`config.mk`:
```
export PLATFORM = sky130hd
export DESIGN_NAME = prr_regs
export DESIGN_NICKNAME = d
export VERILOG_FILES = /design/src/rtl/prr_pkg.sv /design/src/rtl/prr_regs.sv
export SDC_FILE = /design/constraint.sdc
export NUM_CORES = 1
export LEC_CHECK = 0
export ABC_AREA = 1
export BUFFER_PORTS_ARGS = -buffer_cell sky130_fd_sc_hd__buf_2
export CAP_MARGIN = 20
export CORE_UTILIZATION = 45
export CTS_BUF_LIST = sky130_fd_sc_hd__clkbuf_16
export DETAILED_ROUTE_END_ITERATION = 7
export PLACE_DENSITY = 0.85
export SLEW_MARGIN = 20
export SYNTH_ARGS = -nofsm -noshare
export SYNTH_HDL_FRONTEND = slang
export SYNTH_SLANG_ARGS = --single-unit
export TNS_END_PERCENT = 10
```
`constraint.sdc`:
```
create_clock -name clk -period 1.1 [get_ports clk]
set_input_delay 0 -clock clk [delete_from_list [all_inputs] [get_ports clk]]
set_output_delay 0 -clock clk [all_outputs]
set_load 0.005 [all_outputs]
```
`src/rtl/prr_pkg.sv`:
```
package prr_pkg;
    localparam int REG_W    = 32;
    localparam int PAGE_LSB = 12;
    localparam int PAGE_W   = 13;
    localparam int ADDR_W   = PAGE_LSB + PAGE_W;
    localparam int WP_BIT   = 31;
    localparam int RP_BIT   = 15;
    localparam int HI_LSB   = 16;
    localparam int LO_LSB   = 0;
    // bits kept on write: 31, 28:16, 15, 12:0
    localparam logic [REG_W-1:0] KEEP_MASK = 32'h9FFF_9FFF;

    typedef struct packed {
        logic              wp;
        logic              rp;
        logic [PAGE_W-1:0] hi;
        logic [PAGE_W-1:0] lo;
    } window_t;

    function automatic window_t decode_window(input logic [REG_W-1:0] r);
        window_t w;
        w.wp = r[WP_BIT];
        w.rp = r[RP_BIT];
        w.hi = r[HI_LSB +: PAGE_W];
        w.lo = r[LO_LSB +: PAGE_W];
        return w;
    endfunction
endpackage

```
`src/rtl/prr_regs.sv`:
```
module prr_regs
    import prr_pkg::*;
#(
    parameter int NUM_RANGES = 5,
    parameter int IDX_W      = 3
) (
    input  logic                                 clk,
    input  logic                                 rst_n,
    input  logic                                 cfg_we,
    input  logic [IDX_W-1:0]                     cfg_idx,
    input  logic [REG_W-1:0]                     cfg_wdata,
    input  logic                                 lock_set,
    input  logic [IDX_W-1:0]                     rd_idx,
    output logic [REG_W-1:0]                     rd_data,
    output logic [NUM_RANGES-1:0][REG_W-1:0]     regs_o,
    output logic                                 locked_o
);
    typedef struct packed {
        logic                             locked;
        logic [NUM_RANGES-1:0][REG_W-1:0] regs;
    } bank_t;

    bank_t st_d, st_q;

    always_comb begin
        st_d = st_q;
        for (int i = 0; i < NUM_RANGES; i++) begin
            if (cfg_we && !st_q.locked && (int'(cfg_idx) == i))
                st_d.regs[i] = cfg_wdata & KEEP_MASK;
        end
        if (lock_set)
            st_d.locked = 1'b1;
    end

    always_ff @(posedge clk) begin
        if (!rst_n) st_q <= '0;
        else        st_q <= st_d;
    end

    always_comb begin
        rd_data = '0;
        for (int i = 0; i < NUM_RANGES; i++) begin
            if (int'(rd_idx) == i) rd_data = st_q.regs[i];
        end
    end

    assign regs_o   = st_q.regs;
    assign locked_o = st_q.locked;

    AST_LOCK_STICKY: assert property (@(posedge clk) disable iff (!rst_n)
        st_q.locked |=> st_q.locked);
    AST_FROZEN_BANK: assert property (@(posedge clk) disable iff (!rst_n)
        st_q.locked |=> $stable(st_q.regs));

    for (genvar g = 0; g < NUM_RANGES; g++) begin : g_rsvd
        AST_RSVD_ZERO: assert property (@(posedge clk) disable iff (!rst_n)
            (st_q.regs[g] & ~KEEP_MASK) == '0);
    end
endmodule

```
==> results.sh <==
export IMPL_status="complete, but fails checks"
export IMPL_violations="setup timing"
export IMPL_place_ws_ns=-0.145
export IMPL_worstPathRequired_ns=1.42
export IMPL_ff2ff_path_depth=8
export IMPL_slowest_stage="dfxtp_2"
export IMPL_r2r_end="regs_o[63]"
export IMPL_rsz0062_at_grt="true"
export IMPL_switchingPower_uw=3240
export IMPL_clock_path_buffers=2
export IMPL_period_share=1.20
export IMPL_synth_cells=1044
export IMPL_globalRouteOverflowTotal=0
export IMPL_skew_ns=0.00558
export IMPL_min_period_ns=1.32
export IMPL_synth_area_per_cell_um2=6.38
export IMPL_hold_ws_ns=0.0121
export IMPL_yosysUniqueCellTypes=20
export IMPL_core_area_um2=14500
export IMPL_seqPwrFrac=0.418
export IMPL_final_seq_area_um2=2870
export IMPL_nets=1335
export IMPL_fp_dieH_um=124
export IMPL_totalWireLength_mm=24.7
export IMPL_io_buffers=206
export IMPL_finalPower_uw=12800
export IMPL_ys_flop_type="dfxtp_1"
export IMPL_setup_viol=168
export IMPL_cts_tree="yes"
export IMPL_cp_depth=8
export IMPL_cap_violations=0
export IMPL_cts_inserted_buffers=17
export IMPL_yosys_warnings=0
export IMPL_nFillCells=1172
export IMPL_area_delta_synth_final_pct=44.3
export IMPL_powerDensity_nw_per_um2=1340
export IMPL_initial_core_util=0.460
export IMPL_clock_sinks=141
export IMPL_slew_viol_final=0
export IMPL_yosysMostFrequentCell="nor2_1"
export IMPL_drt_iter0_markers=801
export IMPL_antenna_found_initial=1
export IMPL_via_count=7748
export IMPL_crit_path_end="regs_o[63]"
export IMPL_path_max_fanout=16
export IMPL_grt_pass1_wl_mm=34.4
export IMPL_synth_seq_cells=141
export IMPL_clkTransAtPathRegs_ns=0.06
export IMPL_power_leakage_uw=0.00467
export IMPL_grt_pass1_vias=6843
export IMPL_critPathKind="reg2reg"
export IMPL_yosysSeqAreaShare=0.424
export IMPL_cts_root_buf="clkbuf_16"
export IMPL_synthTopCellsByCount="nor2_1 (287), nand2_1 (285), dfxtp_1 (141), nand3_1 (85), inv_1 (64)"
export IMPL_io_pins=235
export IMPL_drc_errors=0
export IMPL_cp_start_kind="flip-flop"
export IMPL_p_int_uw=9600
export IMPL_rows=44
export IMPL_synthTopCellsByArea="dfxtp_1 (42%), nor2_1 (16%), nand2_1 (16%), nand3_1 (6.4%), inv_1 (3.6%)"
export IMPL_hold_path_class="in2reg"
export IMPL_die_w_um=124
export IMPL_viasPerCell=5.20
export IMPL_worstSkewPairLatency_ns=0.43
export IMPL_netlist_area_um2=6660
export IMPL_drive_above_1_share=0.306
export IMPL_switching_share=0.252
export IMPL_multi_input_area_um2=3390
export IMPL_slowest_delay_ns=0.33
export IMPL_yosysTopAreaCellShare=0.424
export IMPL_critPathBufInv=2
export IMPL_gp_congestion=0.810
export IMPL_grt_usage=0.299
export IMPL_hpwl_mm=14.5
export IMPL_h_tree_depth=4
export IMPL_end_kind="flip-flop"
export IMPL_clkPwrFrac=0.466
export IMPL_r2r_slack_ns=-0.22
export IMPL_worst_ep_arrival_time_ns=1.65
export IMPL_synthArstFlopShare=0
export IMPL_yosys_area_top_type="dfxtp_1"
export IMPL_dr_pass1_iters=5
export IMPL_fin_ws_ns=-0.222
export IMPL_detail_route_antenna_nets=0
export IMPL_r2r_start="locked_o"
export IMPL_crit_family="simple AND/OR/NAND/NOR gates"
export IMPL_combPwrFrac=0.116
export IMPL_wl_per_cell_um=16.6
export IMPL_fmax_mhz=757
export IMPL_crit_start="locked_o"
export IMPL_grt_max_degree=93
export IMPL_dieArea_um2=15300
export IMPL_cp_cell_sequence="nor2_4 > nand2_4 > nor2_4 > buf_4 > clkbuf_16 > nand2_1 > nand2_1 > nor2_1"
export IMPL_hold_violations=0
export IMPL_synth_edf_count=0
export IMPL_ir_worst_vdd_v=0.000838
[tightest hold or removal path, delay by kind of cell]
kind	cells	cell delay, ns
compound gates	1	0.14
buf+inv	2	0.26
[what timing repair did]
item,4_1_cts,5_1_grt
cloned,3,7
hold buffers,29,0
gates resized for setup,70,62
endpoints found under the setup margin,168,168
endpoints found under the hold margin,140,0
pin swaps,19,41
setup buffers,10,4
[cells by family after synthesis]
logic type	Yosys count	share of synthesized area
AOI/OAI and AO/OA	56	0.0421
buffers and inverters	156	0.113
DFF	141	0.424
other	1	0.000563
and+or+nand+nor	690	0.421
[per-layer routing]
| layer | wire (µm) | share of wire | up-vias | GRT usage |
|---|---|---|---|---|
| met5 | 0 | 0 | - | 0 |
| met4 | 899 | 0.036 | 0 | 0.146 |
| met3 | 2070 | 0.084 | 83 | 0.0783 |
| met2 | 12100 | 0.49 | 435 | 0.508 |
| met1 | 9540 | 0.39 | 3533 | 0.348 |
| li1 | - | - | 3697 | - |
[through the flow]
stage	cell area (µm²)	cells	util	TNS, ns
finish	9610	1490	0.664	-25.60
global route	9610	1490	0.664	-34.90
CTS	9230	1478	0.638	-17.14
detailed placement	8030	1405	0.554	-12.44
global placement	8030	1405	0.554	-6.58
floorplan	6810	1067	-	-2.40
[state kept, by name (all words and copies together) (netlist names)]
name,flops
regs_o,140
locked_o,1
[layout by cell type (no fill, tap or decap)]
| cell | instances |
|---|---|
| buf_4 | 27 |
| nor2_1 | 270 |
| nand2_1 | 259 |
| nor2_4 | 5 |
| clkinv_1 | 4 |
| clkbuf_16 | 24 |
| nand2_2 | 25 |
| buf_12 | 20 |
| nor3_4 | 2 |
| inv_1 | 63 |
| inv_6 | 1 |
| o21ai_4 | 1 |
| inv_2 | 2 |
| o21ai_2 | 3 |
| buf_2 | 205 |
| buf_6 | 5 |
| o21ai_0 | 8 |
| diode_2 | 1 |
| bufinv_16 | 4 |
| dfxtp_2 | 37 |
| clkinv_2 | 2 |
| nand3_2 | 7 |
| clkinvlp_4 | 3 |
| dfxtp_1 | 104 |
| dlygate4sd3_1 | 29 |
| conb_1 | 24 |
| nor2_2 | 14 |
| nand3_4 | 1 |
| clkinv_4 | 1 |
| buf_16 | 4 |
| o21ai_1 | 16 |
| a21oi_1 | 23 |
| nand3_1 | 78 |
| nand4_1 | 28 |
| nand2_4 | 1 |
| a21oi_2 | 5 |
[how the worst min path moves through the flow]
stage	start	endpoint	slack, ns	cells after the start
final	rst_n	regs_o[117]	0.01	3
after detailed placement	lock_set	locked_o	0.22	3
after CTS	rst_n	regs_o[117]	0.01	3
after global placement	lock_set	locked_o	0.21	3
after global routing	rst_n	regs_o[115]	0.03	3
after floorplan	lock_set	locked_o	0.12	2
[cell type report]
class                      instances  share of cell area
antenna                            1            0.000260
inverter                          66              0.0263
tap                              184              0.0240
clock buffer                      17              0.0443
sequential                       141               0.298
clock inverter                    14              0.0184
timing repair buffer             297               0.235
multi-input combinational        770               0.353
[power groups by stage]
stage	clock, µW	combinational (µW)	sequential (µW)
5_1_grt	6210	1620	5380
4_1_cts	5970	1370	5360
2_1_floorplan	0	710	5460
6_report	5980	1490	5370
3_5_place_dp	0	1200	5470
3_3_place_gp	0	1180	5460
(Power assumes the default switching activity.)
